File: src/rtl/pic_pkg.sv
package pic_pkg;
  localparam int unsigned NSRC = 8;
  localparam int unsigned IDXW = $clog2(NSRC);
  localparam int unsigned REGW = 8;

  // mode register bit positions
  localparam int unsigned MODE_PRIO  = 0;
  localparam int unsigned MODE_VSEL  = 1;
  localparam int unsigned MODE_IMODE = 2;
  localparam int unsigned MODE_GPOL  = 3;
  localparam int unsigned MODE_RPOL  = 4;
  localparam int unsigned MODE_RSEL  = 5;
  localparam int unsigned MODE_MEN   = 7;

  typedef enum logic [1:0] {
    RD_STATUS = 2'b00,
    RD_REQ    = 2'b01,
    RD_MASK   = 2'b10,
    RD_MODE   = 2'b11
  } rdsel_e;

  typedef struct packed {
    logic            active;
    logic            hit;
    logic [IDXW-1:0] idx;
  } ack_t;
endpackage

File: src/rtl/pic_capture.sv
module pic_capture #(
  parameter int unsigned N = 8
) (
  input  logic         clk,
  input  logic         rst_n,
  input  logic [N-1:0] irq_in,
  input  logic         act_low,
  input  logic [N-1:0] clr_vec,
  output logic [N-1:0] req_q
);
  logic [N-1:0] prev_q;
  logic [N-1:0] req_r;
  logic [N-1:0] req_d;
  logic [N-1:0] set_vec;

  // edge detection against the raw previous level, so a polarity change
  // on a steady line creates no edge
  for (genvar i = 0; i < N; i++) begin : g_edge
    assign set_vec[i] = act_low ? (prev_q[i] & ~irq_in[i])
                                : (irq_in[i] & ~prev_q[i]);
  end

  // a new edge wins over a clear in the same cycle
  always_comb begin
    req_d = (req_r & ~clr_vec) | set_vec;
  end

  always_ff @(posedge clk or negedge rst_n) begin
    if (!rst_n) begin
      prev_q <= '0;
      req_r  <= '0;
    end else begin
      prev_q <= irq_in;
      req_r  <= req_d;
    end
  end

  assign req_q = req_r;

  AST_REQ_HELD: assert property (@(posedge clk) disable iff (!rst_n)
    1'b1 |=> ((($past(req_r) & ~$past(clr_vec)) & ~req_r) == '0));
  AST_REQ_CLEARED: assert property (@(posedge clk) disable iff (!rst_n)
    (|(clr_vec & ~set_vec)) |=> ((req_r & $past(clr_vec & ~set_vec)) == '0));
endmodule

File: src/rtl/pic_resolve.sv
module pic_resolve #(
  parameter int unsigned N  = 8,
  parameter int unsigned IW = 3
) (
  input  logic [N-1:0]  pend,
  output logic          any,
  output logic [IW-1:0] idx,
  output logic [N-1:0]  win
);
  logic [N:0] higher;

  assign higher[0] = 1'b0;
  for (genvar i = 0; i < N; i++) begin : g_chain
    assign higher[i+1] = higher[i] | pend[i];
    assign win[i]      = pend[i] & ~higher[i];
  end

  assign any = higher[N];

  always_comb begin
    idx = '0;
    for (int i = N - 1; i >= 0; i--) begin
      if (pend[i]) idx = IW'(i);
    end
  end
endmodule

File: src/rtl/pic_regs.sv
module pic_regs
  import pic_pkg::*;
(
  input  logic            clk,
  input  logic            rst_n,
  input  logic            wr_en,
  input  logic            wr_sel,
  input  logic [REGW-1:0] wdata,
  input  logic [REGW-1:0] status,
  input  logic [NSRC-1:0] req,
  output logic [REGW-1:0] mode_q,
  output logic [NSRC-1:0] mask_q,
  output logic [REGW-1:0] rdata
);
  logic [REGW-1:0] mode_d;
  logic [NSRC-1:0] mask_d;
  logic            mode_en;
  logic            mask_en;

  assign mode_en = wr_en & ~wr_sel;
  assign mask_en = wr_en &  wr_sel;

  always_comb begin
    mode_d = mode_q;
    mask_d = mask_q;
    if (mode_en) mode_d = wdata;
    if (mask_en) mask_d = wdata[NSRC-1:0];
  end

  always_ff @(posedge clk or negedge rst_n) begin
    if (!rst_n) begin
      mode_q <= '0;
      mask_q <= '1;
    end else begin
      mode_q <= mode_d;
      mask_q <= mask_d;
    end
  end

  always_comb begin
    unique case (rdsel_e'(mode_q[MODE_RSEL +: 2]))
      RD_STATUS: rdata = status;
      RD_REQ:    rdata = REGW'(req);
      RD_MASK:   rdata = REGW'(mask_q);
      default:   rdata = mode_q;
    endcase
  end

  AST_MASK_KEEP: assert property (@(posedge clk) disable iff (!rst_n)
    (wr_en && !wr_sel) |=> (mask_q == $past(mask_q)));
endmodule

File: src/rtl/prio_irq_ctrl.sv
module prio_irq_ctrl
  import pic_pkg::*;
#(
  parameter int unsigned VEC_W    = 16,
  parameter int unsigned VEC_BASE = 32'h0234,
  parameter int unsigned VEC_STEP = 4
) (
  input  logic             clk,
  input  logic             rst_n,
  input  logic [NSRC-1:0]  irq_in,
  input  logic             reg_wr,
  input  logic             reg_sel,
  input  logic [REGW-1:0]  reg_wdata,
  output logic [REGW-1:0]  reg_rdata,
  output logic             grp_irq,
  input  logic             iack,
  output logic             vec_valid,
  output logic [VEC_W-1:0] vec_out
);
  localparam int unsigned VEC_LAST = VEC_BASE + VEC_STEP * (NSRC - 1);

  logic [NSRC-1:0] req_q;
  logic [NSRC-1:0] mask_q;
  logic [NSRC-1:0] pend;
  logic [NSRC-1:0] win;
  logic [NSRC-1:0] clr_vec;
  logic [REGW-1:0] mode_q;
  logic [REGW-1:0] status;
  logic [IDXW-1:0] win_idx;
  logic            any;
  logic            any_en;
  ack_t            ack_q;
  ack_t            ack_d;

  pic_capture #(.N(NSRC)) u_capture (
    .clk     (clk),
    .rst_n   (rst_n),
    .irq_in  (irq_in),
    .act_low (mode_q[MODE_RPOL]),
    .clr_vec (clr_vec),
    .req_q   (req_q)
  );

  assign pend = req_q & ~mask_q;

  pic_resolve #(.N(NSRC), .IW(IDXW)) u_resolve (
    .pend (pend),
    .any  (any),
    .idx  (win_idx),
    .win  (win)
  );

  assign status = {any, {(REGW - 1 - IDXW){1'b0}}, win_idx};

  pic_regs u_regs (
    .clk    (clk),
    .rst_n  (rst_n),
    .wr_en  (reg_wr),
    .wr_sel (reg_sel),
    .wdata  (reg_wdata),
    .status (status),
    .req    (req_q),
    .mode_q (mode_q),
    .mask_q (mask_q),
    .rdata  (reg_rdata)
  );

  assign any_en  = any & mode_q[MODE_MEN];
  assign grp_irq = any_en ^ mode_q[MODE_GPOL];

  // acknowledge tracker: freeze winner on entry, clear it on exit
  always_comb begin
    ack_d   = ack_q;
    clr_vec = '0;
    if (iack && !ack_q.active) begin
      ack_d.active = 1'b1;
      ack_d.hit    = any_en;
      ack_d.idx    = win_idx;
    end else if (!iack && ack_q.active) begin
      ack_d.active = 1'b0;
      ack_d.hit    = 1'b0;
      if (ack_q.hit) clr_vec[ack_q.idx] = 1'b1;
    end
  end

  always_ff @(posedge clk or negedge rst_n) begin
    if (!rst_n) begin
      ack_q <= '0;
    end else begin
      ack_q <= ack_d;
    end
  end

  assign vec_valid = ack_q.active & ack_q.hit;
  assign vec_out   = vec_valid ? (VEC_W'(VEC_BASE) + VEC_W'(VEC_STEP) * VEC_W'(ack_q.idx))
                               : '0;

  AST_ONE_WINNER: assert property (@(posedge clk) disable iff (!rst_n)
    $onehot0(win));
  AST_WINNER_MATCH: assert property (@(posedge clk) disable iff (!rst_n)
    any |-> win[win_idx]);
  AST_MASTER_OFF: assert property (@(posedge clk) disable iff (!rst_n)
    !mode_q[MODE_MEN] |-> (grp_irq == mode_q[MODE_GPOL]));
  AST_VEC_RANGE: assert property (@(posedge clk) disable iff (!rst_n)
    vec_valid |-> ((vec_out >= VEC_W'(VEC_BASE)) && (vec_out <= VEC_W'(VEC_LAST))));
  AST_ACK_PENDING: assert property (@(posedge clk) disable iff (!rst_n)
    ($rose(ack_q.active) && ack_q.hit) |-> req_q[ack_q.idx]);
endmodule

File: config.mk
export PLATFORM = sky130hd
export DESIGN_NAME = prio_irq_ctrl
export DESIGN_NICKNAME = d
export VERILOG_FILES = /design/src/rtl/pic_pkg.sv /design/src/rtl/pic_capture.sv /design/src/rtl/pic_resolve.sv /design/src/rtl/pic_regs.sv /design/src/rtl/prio_irq_ctrl.sv
export SDC_FILE = /design/constraint.sdc
export NUM_CORES = 1
export LEC_CHECK = 0
export BUFFER_PORTS_ARGS = -buffer_cell sky130_fd_sc_hd__buf_2
export CAP_MARGIN = 20
export CORE_MARGIN = 2
export CORE_UTILIZATION = 54
export CTS_CLUSTER_DIAMETER = 60
export DETAILED_ROUTE_END_ITERATION = 7
export PLACE_DENSITY = 0.91
export SYNTH_ARGS = -nofsm -noshare
export SYNTH_HDL_FRONTEND = slang
export SYNTH_HIERARCHICAL = 1
export SYNTH_SLANG_ARGS = --single-unit
export TNS_END_PERCENT = 100
File: constraint.sdc
create_clock -name clk -period 3.2 [get_ports clk]
set_clock_uncertainty 0.05 [all_clocks]
set_input_delay 0.64 -clock clk [delete_from_list [all_inputs] [get_ports clk]]
set_output_delay 0.64 -clock clk [all_outputs]
set_load 0.01 [all_outputs]
==> impl.org, run 1 <==
** Floorplanning
- Number of placement rows :: 22
- In this run the vertical extent of the chip is 66.1 um.
- The die covers 4370 um^2.
- The total area inside the core boundary comes to 3690 um^2.
- Width of the die :: 66.1 um
- Pin placement for this block handled 47 I/O pins.
- Initial core utilization :: 0.565

** STA
- Derived from the worst setup path, the maximum achievable clock frequency is 340 MHz.
- Final hold slack :: 0.398 ns
- Crit share post-route :: 0.920
- Actual slew at the worst max-slew pin :: 0.820 ns
- Final period demand of the worst path :: 2.94 ns
- Count of final max-slew check failures :: 0
- RSZ-0062 raised after global routing :: false
- Setup violators final :: 0
- Worst slew margin relative to its limit :: 0.453
- Number of failing hold endpoints at the final stage :: 0
- Adding up every negative setup slack in the final design gives 0 ns.

** Logic synthesis
- During synthesis, Yosys emitted a total of 6 warnings.
- Synth Area per Inst :: 11.7 um^2
- After synthesis the cells add up to 2080 um^2.
- Counting every instance in the synthesized netlist gives 178.

** Flow run
- The tool flagged a number of max-cap violations equal to 0.

** Critical path
- Required @ worst endpoint :: 2.51 ns
- In this run the critical register-to-register path is launched from u_regs/mask_q[3]$_DFFE_PN1P_.
- STA classifies the critical path startpoint as a register.
- The worst setup path is captured at an output port.
- Maximum fanout along the worst path :: 4
- R2r setup slk :: 1.43 ns
- At the worst endpoint, the arrival time is 2.25 ns.
- The critical path is of the register to output port type.
- Worst r2r dst :: ack_q[3]$_DFFE_PN0P_
- R2R depth :: 6
- In this run the worst setup path begins at u_regs/mask_q[3]$_DFFE_PN1P_.

** Cells and area
- In the final layout, the share of cells above drive strength 1 is 0.418.
- The number of antenna diodes in the final layout is 0.
- Signed area change from the synthesized netlist to the final layout :: 12.3%
- Final net count :: 244

** Routing
- After detailed routing, the total wire length is 4020 um.
- In this run the remaining antenna-violating nets after routing total 0.
- First-iteration detailed-routing DRC count :: 48
- Summing over every cut layer, the via total after detailed routing is 1444.
- Routed wirelength normalized by instance count :: 15.0 um
- The first detailed-routing pass took 4 iterations.
- Number of remaining DRC errors :: 0
- Per-cell via count in the routed design :: 5.39

** Placed design
- Detailed placement ended at an HPWL of 2960 um.
- At the end of routability-driven placement, the weighted congestion stood at 0.945.
- Port buffering added 36 buffers.

** Clocking
- CTS tree :: built
- In this run, CTS created clock tree buffers numbering 5.
- After clock tree synthesis, the repair step resized 0 gates.
- Worst-path clk slew :: 0.07 ns
- The H-tree generated during clock tree synthesis spans 2 levels.
- CTS placed an instance of sky130_fd_sc_hd__clkbuf_8 at the clock tree root.
- Clock latency on the worst-skew pair, taken at its later pin, is 0.29 ns.
- Number of sinks on the clock net :: 37
- Hold Buf Count CTS :: 0
- Postcts setup bufs :: 0
- Counting along the longest clock path gives a buffer depth of 2.

** Power and ir drop
- The share of total power dissipated in the clock network is 0.236.
- Psw :: 426 uW
- The internal power of the cells totals 882 uW.
- Static power due to leakage :: 0.00106 uW
- The share of total power dissipated in combinational logic is 0.280.
- Seq pwr share :: 0.484
- Dividing total power by cell area gives a power density of 559 nW/um^2.
- Maximum VDD drop :: 0.000372 V
- Share of total power consumed by net switching :: 0.326

** GRT
- After global routing the overflow that remains totals 0.
- Pin count of the biggest net entering global routing :: 38
- The first global-routing pass estimated 6780 um of wire.
- Vias in the first global route :: 1461
- All-layer global routing usage :: 0.212
- Number of antenna violations at the first check in global routing :: 0

** Status
- Status :: finished clean

** Hold path
- In this run the worst hold path is classified as primary input to asynchronous set/reset pin.
## routing by layer
| metal | track usage | up-vias | wire length (um) |
|---|---|---|---|
| li1 | - | 681 | - |
| met1 | 0.275 | 696 | 1740 |
| met2 | 0.336 | 58 | 1920 |
| met3 | 0.0409 | 9 | 267 |
| met4 | 0.110 | 0 | 98 |
| met5 | 0 | - | 0 |
## power groups by stage
stage               Combinational [uW]  Sequential (uW)  Clock, uW
CTS                                367              633        315
global route                       404              647        334
floorplan                          298              601          0
detailed placement                 363              641          0
global placement                   353              635          0
finish                             365              633        308
## sequential cells by signal (all words and copies together) (netlist names)
signal	cells
u_regs/mode_q	8
u_capture/req_q	8
ack_q	5
u_capture/prev_q	8
u_regs/mask_q	8
## worst max-delay path by stage
stage	to	slack, ns	cells after the start
2_1_floorplan	reg_rdata[7]	0.75	5
3_3_place_gp	reg_rdata[7]	0.61	6
3_5_place_dp	reg_rdata[7]	0.56	6
4_1_cts	reg_rdata[7]	0.24	6
5_1_grt	reg_rdata[7]	0.16	6
6_report	reg_rdata[7]	0.26	6
## critical path, stage by stage, from the launching register on
cell,delay (ns)
sky130_fd_sc_hd__dfstp_2,0.54
sky130_fd_sc_hd__nor2b_1,0.09
sky130_fd_sc_hd__or4_4,0.53
sky130_fd_sc_hd__nor3_2,0.12
sky130_fd_sc_hd__nand2_1,0.09
sky130_fd_sc_hd__mux4_2,0.45
sky130_fd_sc_hd__buf_2,0.15
## placed cells by master, fill, tap and decap left out, types with 2 or more instances in the layout
master	count
sky130_fd_sc_hd__buf_2	36
sky130_fd_sc_hd__dfrtp_1	29
sky130_fd_sc_hd__mux2_2	18
sky130_fd_sc_hd__inv_1	14
sky130_fd_sc_hd__conb_1	14
sky130_fd_sc_hd__nor2_1	11
sky130_fd_sc_hd__nor2b_1	10
sky130_fd_sc_hd__nand2_1	9
sky130_fd_sc_hd__nand3b_1	8
sky130_fd_sc_hd__dfstp_2	8
sky130_fd_sc_hd__o221ai_1	7
sky130_fd_sc_hd__nand2b_2	6
sky130_fd_sc_hd__mux4_2	6
sky130_fd_sc_hd__clkbuf_8	5
sky130_fd_sc_hd__nand2b_1	4
sky130_fd_sc_hd__o21ai_0	4
sky130_fd_sc_hd__ha_1	4
sky130_fd_sc_hd__nor3_1	3
sky130_fd_sc_hd__nand2b_4	2
sky130_fd_sc_hd__nor4_2	2
sky130_fd_sc_hd__nand4bb_1	2
sky130_fd_sc_hd__clkinv_2	2
sky130_fd_sc_hd__mux2_4	2
sky130_fd_sc_hd__o22a_1	2
## cell type report
cell class	count	area (um^2)
Inverter	14	52.6
Sequential cell	37	936
Fill cell	292	1350
Tap cell	48	60.1
Clock inverter	2	10.0
Timing Repair Buffer	36	180
Multi-Input combinational cell	125	1030
Clock buffer	6	72.6
## stage by stage
step                 util  power, uW  setup slack [ns]  instance area, um^2  std cells
floorplan               -        898             0.746                 2130        191
global placement    0.612        988             0.608                 2260        260
detailed placement  0.612       1000             0.561                 2260        260
CTS                 0.634       1320             0.243                 2340        268
global route        0.634       1390             0.159                 2340        268
finish              0.634       1310             0.257                 2340        268
(Power assumes the default switching activity.)
==> run 2: changes to the inputs <==
--- a/config.mk
+++ b/config.mk
@@ -5,13 +5,14 @@
 export SDC_FILE = /design/constraint.sdc
 export NUM_CORES = 1
 export LEC_CHECK = 0
+export ABC_AREA = 1
 export BUFFER_PORTS_ARGS = -buffer_cell sky130_fd_sc_hd__buf_2
 export CAP_MARGIN = 20
 export CORE_MARGIN = 2
-export CORE_UTILIZATION = 54
+export CORE_UTILIZATION = 55
 export CTS_CLUSTER_DIAMETER = 60
 export DETAILED_ROUTE_END_ITERATION = 7
-export PLACE_DENSITY = 0.91
+export PLACE_DENSITY = 0.92
 export SYNTH_ARGS = -nofsm -noshare
 export SYNTH_HDL_FRONTEND = slang
 export SYNTH_HIERARCHICAL = 1
==> run 2 against run 1 <==
Effect of this change: combinational power fell by 7.7%; wire length rose by 18%; hold slack got worse by 0.017 ns; utilization fell by 1.3 points; synthesized cell count rose by 62%; global-route usage rose by 1.7 points; register-to-register slack improved by 0.31 ns; clock-buffer cell count rose by 1; synthesized area rose by 8.1%; non-clock buffer count did not move; first-iteration DRC count rose to 2.8 times the previous value; clock power rose by 3%; critical path type unchanged.
==> impl.org, run 2 <==
** Routing
- The via count is 1876 (+30%).
- The detail-routed net length per standard cell was 12.6 um (-16%).
- First-iteration detailed-routing DRC count :: 136 (+180%)
- The total routed wirelength was 4740 um (+18%).
- Post-detailed-route count of antenna-violating nets :: 0 (unchanged)
- The length of the first detailed-routing pass in iterations was 4 (unchanged).
- The vias per cell was 4.98 (-7.6%).
- Number of remaining DRC errors :: 0 (unchanged)

** Floorplanning
- The starting density of the core is 0.567 (+0.00232).
- Core footprint :: 3970 um^2 (+7.7%)
- I/O Pins :: 47 (unchanged)
- The floorplan die height came to 68.0 um (+2.8%).
- Area of the die :: 4620 um^2 (+5.8%)
- The die span in x was 68.0 um (+2.8%).
- Number of placement rows :: 23 (+4.5%)

** Hold path
- The tightest min-delay check is of the primary input to asynchronous set/reset pin type.

** Logic synthesis
- The number of cells produced by synthesis was 289 (+62%).
- Warning count from the yosys run :: 6 (unchanged)
- Combined area of all synthesized cells :: 2250 um^2 (+8.1%)
- The mean area per synthesized cell was 7.79 um^2 (-33%).

** Clocking
- The maximum level of the CTS H-tree came to 2 (unchanged).
- Clock buffer count from CTS :: 5 (unchanged)
- Hold Buf Count CTS :: 0 (unchanged)
- Post-CTS resize count :: 0 (unchanged)
- Cell at the root of the clock tree :: sky130_fd_sc_hd__clkbuf_8
- Number of sinks on the clock net :: 37 (unchanged)
- TritonCTS built the clock tree.
- Buffers from clock root to sink, at most :: 2 (unchanged)
- The clock transition at the registers of the reported paths came to 0.07 ns (about the same).
- Clock latency at the later pin of the worst-skew pair :: 0.30 ns (about the same)
- Postcts setup bufs :: 0 (unchanged)

** Cells and area
- The fraction of final layout cells sized beyond drive strength 1 was 0.245 (-0.174).
- Final net count :: 351 (+44%)
- Final non-filler cell total :: 377 (+41%)
- The cell area after layout is 2470 um^2 (+5.5%).
- From synthesis to final layout, the design area changed by 9.61%.
- The library cells used most frequently in the layout, excluding fill and tap cells, are 58 x sky130_fd_sc_hd__inv_1, 53 x sky130_fd_sc_hd__nand2_1, 36 x sky130_fd_sc_hd__buf_2.
- The diode insertion count for antenna repair was 0 (unchanged).
- Most common cell after layout, fill and taps aside :: sky130_fd_sc_hd__inv_1

** Placed design
- Final GP Congestion :: 1.02 (+7.9%)
- Detail Placement HPWL :: 3580 um (+21%)
- Area after detailed placement :: 2380 um^2 (+5.7%)
- The count of input and output buffers is 36 (unchanged).
- Number of cells after detailed placement :: 369 (+42%)

** Critical path
- The stage delay of the slowest cell on the critical path is 0.54 ns (about the same).
- Category of the worst setup path capture point :: output port
- Maximum fanout along the worst path :: 3 (-1)
- The worst setup path is launched from a register.
- Worst r2r dst :: ack_q[3]$_DFFE_PN0P_
- R2r setup slk :: 1.74 ns (+0.31 ns)
- Startpoint of the worst register-to-register path :: u_regs/mask_q[6]$_DFFE_PN1P_
- Start-to-end type of the worst setup path :: register to output port
- The required time of the worst setup path came to 2.51 ns (about the same).
- Arrival time reported for the critical path endpoint :: 1.76 ns (-0.49 ns)
- Slowest CP cell :: sky130_fd_sc_hd__dfstp_2
- Cells traversed along the worst timing path :: nor2_1 -> or2_1 -> nor2_2 -> nand3_1 -> nand2_1 -> xnor2_1 -> buf_2
- R2R depth :: 6 (unchanged)
- The critical path ends at grp_irq.
- Timing startpoint of the critical path :: u_regs/mask_q[6]$_DFFE_PN1P_

** GRT
- The maximum number of pins on one net before global-route repair was 38 (unchanged).
- All-layer global routing usage :: 0.229 (+0.0174)
- The global-route congestion overflow total is 0 (unchanged).
- The number of antenna violations at the first check in global routing came to 0 (unchanged).
- The first-pass GRT wire length is 7730 um (+14%).
- Vias in the first global route :: 1771 (+21%)

** STA
- The number of hold-slack violations in the final timing report was 0 (unchanged).
- Actual slew at the worst max-slew pin :: 0.825 ns (+0.00501 ns)
- Count of final max-slew check failures :: 0 (unchanged)
- The worst-case headroom to the max-slew limit was 0.450 (-0.00334).
- The clock period minus final worst setup slack came to 2.45 ns (-0.495 ns).
- RSZ-0062 raised after global routing :: false
- The share of the clock period used by the worst path after layout was 0.765 (-0.155).
- Setup TNS Final :: 0 ns (unchanged)
- Setup violators final :: 0 (unchanged)
- The timing-limited maximum frequency was 408 MHz (+20%).

** Flow run
- The reported max-cap violation count came to 0 (unchanged).

** Power and ir drop
- The power after layout was 1250 uW (-4.0%).
- Pwr/cell area :: 508 nW/um^2 (-9.0%)
- Maximum VDD drop :: 0.000305 V (-18%)
- Static power due to leakage :: 0.00132 uW (+24%)

** Status
- The flow ran to the end, and the final reports show no timing, DRC or antenna violations.
run 2: cell count changes in the layout (fill, tap and decap cells not counted), moves of 8 or more:
cell                       change
sky130_fd_sc_hd__nor2_1       +13
sky130_fd_sc_hd__inv_1        +44
sky130_fd_sc_hd__nand3_1      +30
sky130_fd_sc_hd__nand3_2      +15
sky130_fd_sc_hd__nor2b_1      -10
sky130_fd_sc_hd__o21ai_1      +18
sky130_fd_sc_hd__nand2_1      +44
sky130_fd_sc_hd__nand3b_1      -8
sky130_fd_sc_hd__mux2_2       -18
run 2: final cells by class:
type,instances,area [um^2]
clock buffers,7,76.3
clock inverters,1,7.51
fillers,359,1500
inverters,61,236
multi-input cells,185,970
flip-flops and latches,37,936
well taps,50,62.6
repair buffers,36,180
run 2: worst min path at each step:
stage	slack (ns)	depth (start not counted)	to	start
2_1_floorplan	0.29	0	ack_q[0]$_DFFE_PN0P_	rst_n
3_3_place_gp	0.42	2	u_regs/mask_q[7]$_DFFE_PN1P_	u_regs/mask_q[7]$_DFFE_PN1P_
3_5_place_dp	0.43	2	u_regs/mask_q[0]$_DFFE_PN1P_	u_regs/mask_q[0]$_DFFE_PN1P_
4_1_cts	0.40	1	u_regs/mode_q[7]$_DFFE_PN0P_	rst_n
5_1_grt	0.43	1	u_capture/prev_q[3]$_DFF_PN0_	irq_in[3]
6_report	0.38	1	u_regs/mode_q[7]$_DFFE_PN0P_	rst_n
run 2: worst max-delay path: cells and delay by family, from the launching register on:
kind          cells  cell delay, ns
buf+inv           1            0.14
xor+xnor          1            0.12
flops             1            0.54
simple gates      5            0.66
run 2: where the power goes:
group	internal, uW	total (uW)	switching (uW)	leakage (uW)
clock	154	316	162	0.0000385
sequential	531	601	70.1	0.000413
combinational	124	337	213	0.000864
total	809	1250	445	0.00132
run 2: layer usage:
layer | track usage | share of wire | vias to the layer above | wire length (um)
met5 | 0 | 0 | - | 0
met4 | 0.125 | 0.042 | 0 | 198
met3 | 0.0559 | 0.056 | 22 | 263
met2 | 0.362 | 0.47 | 68 | 2240
met1 | 0.288 | 0.43 | 844 | 2040
li1 | - | - | 942 | -
run 2: stage by stage:
stage / hold WS [ns] / setup slack, ns / util
after floorplan: 0.294 / 1.27 / -
after detailed placement: 0.429 / 1.09 / 0.601
after global routing: 0.434 / 0.640 / 0.622
after global placement: 0.424 / 1.11 / 0.601
after CTS: 0.400 / 0.755 / 0.622
final: 0.381 / 0.752 / 0.622
